$ cat src/rtl/oms_pkg.sv
package oms_pkg;
  // Number of odd multiples kept for an input of the given width
  function automatic int odd_count(input int in_w);
    return 1 << (in_w - 1);
  endfunction

  // Shift-select width for a maximum left shift of in_w-1
  function automatic int shift_bits(input int in_w);
    return (in_w > 2) ? $clog2(in_w) : 1;
  endfunction
endpackage

$ cat src/rtl/oms_addr_enc.sv
module oms_addr_enc #(
  parameter int L_IN  = 4,
  parameter int AW    = 4,
  parameter int SW    = 2,
  parameter int ODD_N = 8
) (
  input  logic [L_IN-1:0] x,
  output logic [AW-1:0]   addr,
  output logic [SW-1:0]   shamt
);
  logic            found;
  logic [L_IN-1:0] norm;

  // trailing-zero count, lowest set bit wins
  always_comb begin
    shamt = '0;
    found = 1'b0;
    for (int k = 0; k < L_IN; k++) begin
      if (!found && x[k]) begin
        shamt = SW'(k);
        found = 1'b1;
      end
    end
  end

  always_comb begin
    norm = x >> shamt;
    if (found) addr = AW'(norm[L_IN-1:1]);
    else       addr = AW'(ODD_N);
  end

  always_comb begin

    odd_noshift_chk: assert (!x[0] || shamt == '0);

    shift_range_chk: assert (int'(shamt) <= L_IN - 1);

    zero_sel_chk: assert (x != '0 || (addr == AW'(ODD_N) && shamt == '0));
  end
endmodule

$ cat src/rtl/oms_odd_table.sv
module oms_odd_table #(
  parameter int               L_IN   = 4,
  parameter int               W_COEF = 8,
  parameter logic [W_COEF-1:0] COEF  = 8'd13,
  parameter int               AW     = 4,
  parameter int               PW     = 12,
  parameter int               ODD_N  = 8
) (
  input  logic [AW-1:0] addr,
  output logic [PW-1:0] word
);
  localparam int DEPTH = ODD_N + 1;

  logic [PW-1:0] rom [DEPTH];

  // contents fixed at elaboration: odd multiples, then the zero word
  for (genvar g = 0; g < DEPTH; g++) begin : g_word
    if (g < ODD_N) begin : g_odd
      localparam logic [PW-1:0] VAL = PW'(COEF) * PW'(2 * g + 1);
      assign rom[g] = VAL;
    end else begin : g_zero
      assign rom[g] = '0;
    end
  end

  always_comb begin
    word = '0;
    for (int k = 0; k < DEPTH; k++) begin
      if (addr == AW'(k)) word = rom[k];
    end
  end
endmodule

$ cat src/rtl/oms_barrel_shl.sv
module oms_barrel_shl #(
  parameter int PW = 12,
  parameter int SW = 2
) (
  input  logic [PW-1:0] din,
  input  logic [SW-1:0] shamt,
  output logic [PW-1:0] dout
);
  logic [PW-1:0] stage [SW+1];

  assign stage[0] = din;

  // one stage per shift-select bit, stage k shifts by 2^k
  for (genvar s = 0; s < SW; s++) begin : g_stage
    assign stage[s+1] = shamt[s] ? (stage[s] << (1 << s)) : stage[s];
  end

  assign dout = stage[SW];

  always_comb begin

    pass_thru_chk: assert (shamt != '0 || dout == din);
  end
endmodule

$ cat src/rtl/oms_const_mult.sv
module oms_const_mult #(
  parameter int                L_IN   = 4,
  parameter int                W_COEF = 8,
  parameter logic [W_COEF-1:0] COEF   = 8'd13
) (
  input  logic                   clk,
  input  logic                   rst_n,
  input  logic                   in_valid,
  output logic                   in_ready,
  input  logic [L_IN-1:0]        in_data,
  output logic                   out_valid,
  input  logic                   out_ready,
  output logic [W_COEF+L_IN-1:0] out_data
);
  import oms_pkg::*;

  localparam int PW    = W_COEF + L_IN;
  localparam int ODD_N = odd_count(L_IN);
  localparam int DEPTH = ODD_N + 1;
  localparam int AW    = $clog2(DEPTH);
  localparam int SW    = shift_bits(L_IN);

  logic [AW-1:0] tbl_addr;
  logic [SW-1:0] tbl_shift;
  logic [PW-1:0] odd_word;
  logic [PW-1:0] product;
  logic          accept;

  oms_addr_enc #(.L_IN(L_IN), .AW(AW), .SW(SW), .ODD_N(ODD_N)) enc_i (
    .x(in_data), .addr(tbl_addr), .shamt(tbl_shift)
  );

  oms_odd_table #(.L_IN(L_IN), .W_COEF(W_COEF), .COEF(COEF), .AW(AW),
                  .PW(PW), .ODD_N(ODD_N)) tbl_i (
    .addr(tbl_addr), .word(odd_word)
  );

  oms_barrel_shl #(.PW(PW), .SW(SW)) shl_i (
    .din(odd_word), .shamt(tbl_shift), .dout(product)
  );

  assign in_ready = !out_valid || out_ready;
  assign accept   = in_valid && in_ready;

  always_ff @(posedge clk or negedge rst_n) begin
    if (!rst_n) begin
      out_valid <= 1'b0;
      out_data  <= '0;
    end else if (in_ready) begin
      out_valid <= in_valid;
      if (accept) out_data <= product;
    end
  end


  accept_then_valid_chk: assert property (@(posedge clk) disable iff (!rst_n)
    accept |=> out_valid);

  stall_hold_chk: assert property (@(posedge clk) disable iff (!rst_n)
    out_valid && !out_ready |=> out_valid && $stable(out_data));

  idle_drain_chk: assert property (@(posedge clk) disable iff (!rst_n)
    !in_valid && out_ready |=> !out_valid);

  zero_product_chk: assert property (@(posedge clk) disable iff (!rst_n)
    accept && in_data == '0 |=> out_data == '0);
endmodule

$ cat config.mk
export PLATFORM = sky130hd
export DESIGN_NAME = oms_const_mult
export DESIGN_NICKNAME = d
export VERILOG_FILES = /design/src/rtl/oms_pkg.sv /design/src/rtl/oms_addr_enc.sv /design/src/rtl/oms_odd_table.sv /design/src/rtl/oms_barrel_shl.sv /design/src/rtl/oms_const_mult.sv
export SDC_FILE = /design/constraint.sdc
export NUM_CORES = 1
export LEC_CHECK = 0
export ABC_AREA = 1
export BUFFER_PORTS_ARGS = -buffer_cell sky130_fd_sc_hd__buf_2
export CORE_MARGIN = 8
export CORE_UTILIZATION = 59
export CTS_BUF_LIST = sky130_fd_sc_hd__clkbuf_4
export DETAILED_ROUTE_END_ITERATION = 10
export PLACE_DENSITY_LB_ADDON = 0.2
export SLEW_MARGIN = 0
export SYNTH_ARGS = -nofsm -noshare
export SYNTH_HDL_FRONTEND = slang
export SYNTH_HIERARCHICAL = 1
export SYNTH_SLANG_ARGS = --single-unit
$ cat constraint.sdc
create_clock -name clk -period 2.65 [get_ports clk]
set_input_delay 0.265 -clock clk [delete_from_list [all_inputs] [get_ports clk]]
set_output_delay 0.265 -clock clk [all_outputs]
set_load 0.01 [all_outputs]
## Word level (Yosys, flattened, before mapping)

Cells that the tools add are included.

- Equality and inequality tests: 8
- Shift-type cells: 1
- Multiplexer cells: 19
- Reduce and logical (&&, ||, !) cells: 11

Operators with widths:

| operator | count |
|---|---|
| $mux 8 | 4 |
| $mux 7 | 3 |
| $eq 4x3->1 const B | 4 |
| $mux 11 | 1 |
| $mux 9 | 1 |
| $eq 4x2->1 const B | 2 |
| $mux 4 | 2 |
| $mux 6 | 1 |
| $mux 1 | 5 |
| $eq 4x1->1 const B | 1 |
| $eq 4x4->1 const B | 1 |
| $logic_and 1x1->1 | 4 |
| $logic_not 1->1 | 4 |
| $logic_not 4->1 | 1 |
| $mux 2 | 2 |
| $shr 4x2->4 | 1 |
| $reduce_and 2->1 | 1 |
| $logic_or 1x1->1 | 1 |

- Register bits: 13
- Output and inout port bits: 14
- Word-level logic and storage cells: 41

## Logic depth before layout (Yosys ltp)

- Word-level depth: 24
- Depth in mapped cells: 14

## By module

Netlist, hierarchy kept.

Modules (own cells, without submodules):

| module | instances | cells an instance | area an instance (um^2) | sequential area each (um^2) |
|---|---|---|---|---|
| oms_const_mult | 1 | 56 | 538.0 | 325.3 |
| oms_barrel_shl | 1 | 72 | 311.5 | 0.0 |
| oms_odd_table | 1 | 25 | 138.9 | 0.0 |
| oms_addr_enc | 1 | 18 | 77.6 | 0.0 |

## Worst setup path after synthesis

No wires, ideal clock.

- Path kind: input-to-reg
- From: input port in_data[0]
- To: register out_data[4]
- Setup time: 0.117 ns
- Arrival time: 1.285 ns
- Required time: 2.533 ns
- Slack: 1.249 ns
- Stages on the path: 14
- Cell sequence: inv_2 > nand2_1 > a21oi_1 > inv_2 > nand2_2 > nand3_1 > nand2_1 > nor2_2 > inv_1 > nand2_1 > nand3_1 > nand2_1 > nand3_1 > nand2_1

- Longest elaborated chain between the ends: 24
- Elaborated cells between the ends (all ways): 35
- Those cells by class: eq/ne (8); shift (1); mux (19); reduce/logical (7)

RTL lines:

| item | RTL line | RTL |
|---|---|---|
| start, declared | oms_const_mult.sv:10 | `input logic [L_IN-1:0] in_data,` |
| $mux 1 | oms_addr_enc.sv:19 | `if (!found && x[k]) begin` |
| $logic_not 1->1 | oms_addr_enc.sv:19 |  |
| $logic_and 1x1->1 | oms_addr_enc.sv:19 |  |
| $mux 1 | oms_addr_enc.sv:19 |  |
| $logic_not 1->1 | oms_addr_enc.sv:19 |  |
| $logic_and 1x1->1 | oms_addr_enc.sv:19 |  |
| $mux 1 | oms_addr_enc.sv:19 |  |
| $logic_not 1->1 | oms_addr_enc.sv:19 |  |
| (+4 left out) | - |  |
| net tbl_addr[0] | oms_const_mult.sv:23 | `logic [AW-1:0] tbl_addr;` |
| (+2 left out) | - |  |
| $mux 6 | oms_odd_table.sv:29 | `if (addr == AW'(k)) word = rom[k];` |
| $mux 7 (3 in series) | oms_odd_table.sv:29 |  |
| $mux 8 (3 in series) | oms_odd_table.sv:29 |  |
| $mux 8 * | oms_odd_table.sv:29 |  |
| net odd_word[3] | oms_const_mult.sv:25 | `logic [PW-1:0] odd_word;` |
| $mux 9 * | oms_barrel_shl.sv:15 | `assign stage[s+1] = shamt[s] ? (stage[s] << (1 << s)) : stage[s];` |
| $mux 11 * | oms_barrel_shl.sv:15 |  |
| net product[4] | oms_const_mult.sv:26 | `logic [PW-1:0] product;` |
| end signal, assigned | oms_const_mult.sv:51 | `if (accept) out_data <= product;` |
| end, declared | oms_const_mult.sv:13 | `output logic [W_COEF+L_IN-1:0] out_data` |

The timed path passes the listed nets; every way through them passes the cells marked *.
A chain may end at the register's enable or synchronous reset.

## Worst setup path after layout

- From: input port in_data[1]
- To: register out_data[6]

- Elaborated cells between the ends (all ways): 33
- Those cells by class: eq/ne (8); shift (1); mux (18); reduce/logical (6)

RTL lines:

| item | RTL line |
|---|---|
| $logic_and 1x1->1 * | oms_addr_enc.sv:19 |
| $mux 1 * | oms_addr_enc.sv:19 |
| $logic_not 1->1 | oms_addr_enc.sv:19 |
| $logic_and 1x1->1 | oms_addr_enc.sv:19 |
| $mux 1 * | oms_addr_enc.sv:19 |
| $logic_not 1->1 | oms_addr_enc.sv:19 |
| $logic_and 1x1->1 | oms_addr_enc.sv:19 |
| $mux 1 * | oms_addr_enc.sv:19 |
| (+1 left out) | - |
| net tbl_addr[3] | oms_const_mult.sv:23 |
| (+1 left out) | - |
| $mux 6 | oms_odd_table.sv:29 |
| $mux 7 (3 in series) | oms_odd_table.sv:29 |
| $mux 8 (3 in series) | oms_odd_table.sv:29 |
| $mux 8 * | oms_odd_table.sv:29 |
| net odd_word[5] | oms_const_mult.sv:25 |
| $mux 9 * | oms_barrel_shl.sv:15 |
| $mux 11 * | oms_barrel_shl.sv:15 |
| net product[6] | oms_const_mult.sv:26 |

Marks and branches as above.

==> results.toml <==
[outcome]
outcome = "finished, final reports clean"

[cts]
clock_latency_ns = 0.26
clk_pin_slew_ns = 0.08
ctsResizeCount = 0
post-cts-setup-buffer-count = 0
cts_root_buffer = "clkbuf_4"
clockBufferDepth = 2
hold_buffers = 1
h-tree-depth = 1
cts_tree = "built"
cts_sinks = 13
cts-buffers-inserted = 3

[sta]
fmax_mhz = 703
final.setup.tns_ns = 0
finalSetupViolCount = 0
period_minus_slack_ns = 1.42
drv_slew = 0
finClkSkew_ns = 0.00303
rsz0062_at_grt = "false"
whs_ns = 0.367
hold_viol = 0
period_share = 0.537

[worst_hold_path]
worstHoldPathCells = 3
min_path_type = "in2reg"

[synthesis]
ys_types = 19
ys_seq_elements = 13
synth.avg_cell_area_um2 = 6.23
netlist_area_mm2 = 0.00107
synth_warnings = 6
ys_seq_area_frac = 0.305
synthCells = 171

[floorplan]
die_h_um = 58.5
die_area_mm2 = 0.00342
core-area_mm2 = 0.00171
start_util = 0.624
fp.dieW_um = 58.5
io_pins = 22
rows = 15

[critical_path]
rrSetupSlack_ns = 1.70
critPathLaunchType = "input pin"
critPathLaunch = "in_data[1]"
r2r-start = "out_valid"
path_max_fanout = 6
r2r_end = "out_data[4]"
cp.arrival_ns = 1.58
crit_end = "out_data[6]"
critPathRequiredTime_ns = 2.81
r2r_cells = 4
cp-end-kind = "flip-flop"
path_class = "in2reg"

[cells_and_area]
post_route_cells_drive_above_1_share = 0.230
diodes = 0
syn2layout_area_growth_pct = 10.4
filler_cell_count = 165
final_nets = 200

[job]
maxCapViolCount = 0

[route]
first_pass_iters = 5
wl_per_cell_um = 10.1
drt_iter0_markers = 34
dr_total_vias = 1070
post-route-drc-count = 0
via_per_inst = 4.95
postRouteWirelength_um = 2180
ant_nets = 0

[global_route]
grt_pass1_wl_um = 3920
grt.overflow.total = 0
grt_max_degree = 16
antenna_found_initial = 0
gr-usage-all-layers = 0.140
grt_pass1_vias = 944

[place]
dpl.hpwl_um = 1770
io_buffer_count = 21
gp_congestion = 0.925

[power_and_ir_drop]
leakage_nw = 0.701
p_per_area_mw_per_mm2 = 505
irDropWorstVdd_mv = 0.187
-- cell usage in the layout (no fill, tap or decap), types with 2 or more instances in the layout --
cell type	n
a21oi_1	5
buf_2	21
clkbuf_4	4
conb_1	4
dfrtp_1	13
inv_1	17
inv_2	7
nand2_1	65
nand2_2	5
nand2_4	2
nand3_1	35
nor2_1	5
-- sequential cells by signal (all words and copies together) (netlist names) --
signal     cells
out_data      12
out_valid      1
-- worst min path at each step --
| stage | startpoint | to |
|---|---|---|
| 2_1_floorplan | rst_n | out_data[0] |
| 3_3_place_gp | rst_n | out_data[9] |
| 3_5_place_dp | rst_n | out_data[9] |
| 4_1_cts | in_valid | out_data[3] |
| 5_1_grt | in_valid | out_data[7] |
| 6_report | in_valid | out_data[3] |
-- cell usage after synthesis, drive strengths merged --
library cell,count,share of area
nor2,6,0.023
nand3,35,0.16
a21oi,6,0.032
a211oi,1,0.012
inv,24,0.085
conb,1,0.0035
nand2,72,0.28
dfrtp,13,0.31
buf,10,0.079
nor3,1,0.0047
o21ai,2,0.013
-- power breakdown --
group | internal, mW | switching, mW
combinational | 0.0813 | 0.138
clock | 0.0683 | 0.0569
sequential | 0.233 | 0.0168
total | 0.383 | 0.212
-- logic make-up (layout without fill, tap and decap cells) --
logic type / count (synthesis) / in the layout / share of synthesized area
buf+inv: 34 / 51 / 0.163
other cells: 1 / 4 / 0.00352
flops: 13 / 13 / 0.305
compound gates: 9 / 9 / 0.0563
simple gates: 114 / 114 / 0.472
-- critical path, cell delays in order --
cell     delay [ns]
buf_2          0.11
inv_1          0.07
nand2_2        0.06
nor2_1         0.34
inv_1          0.15
o21ai_0        0.10
a21oi_1        0.06
inv_1          0.07
nand2_1        0.07
nand3_1        0.10
nand2_1        0.05
nand3_1        0.08
nand2_1        0.05
-- stage by stage --
step	area [µm²]	cells	util	power [mW]	setup slack, ns
after global placement	1140	211	0.666	0.470	0.993
final	1180	216	0.689	0.595	1.23
after global routing	1180	216	0.689	0.645	1.00
after floorplan	1080	174	-	0.415	1.25
after detailed placement	1140	211	0.666	0.475	0.961
after CTS	1180	216	0.689	0.601	1.24
-- area by class of cell --
type / count / area, µm² / share of cell area
clock buffers: 4 / 30.0 / 0.0255
inverters: 24 / 90.1 / 0.0765
multi-input cells: 127 / 578 / 0.491
flip-flops and latches: 13 / 325 / 0.276
well taps: 25 / 31.3 / 0.0266
repair buffers: 23 / 123 / 0.104
-- metal layers --
metal | vias to the layer above | GRT usage | wire length, µm
met5 | - | 0 | 0
li1 | 566 | - | -
met3 | 2 | 0.0130 | 122
met1 | 467 | 0.181 | 1030
met4 | 0 | 0.0769 | 34
met2 | 35 | 0.220 | 993
(Power assumes the default switching activity.)
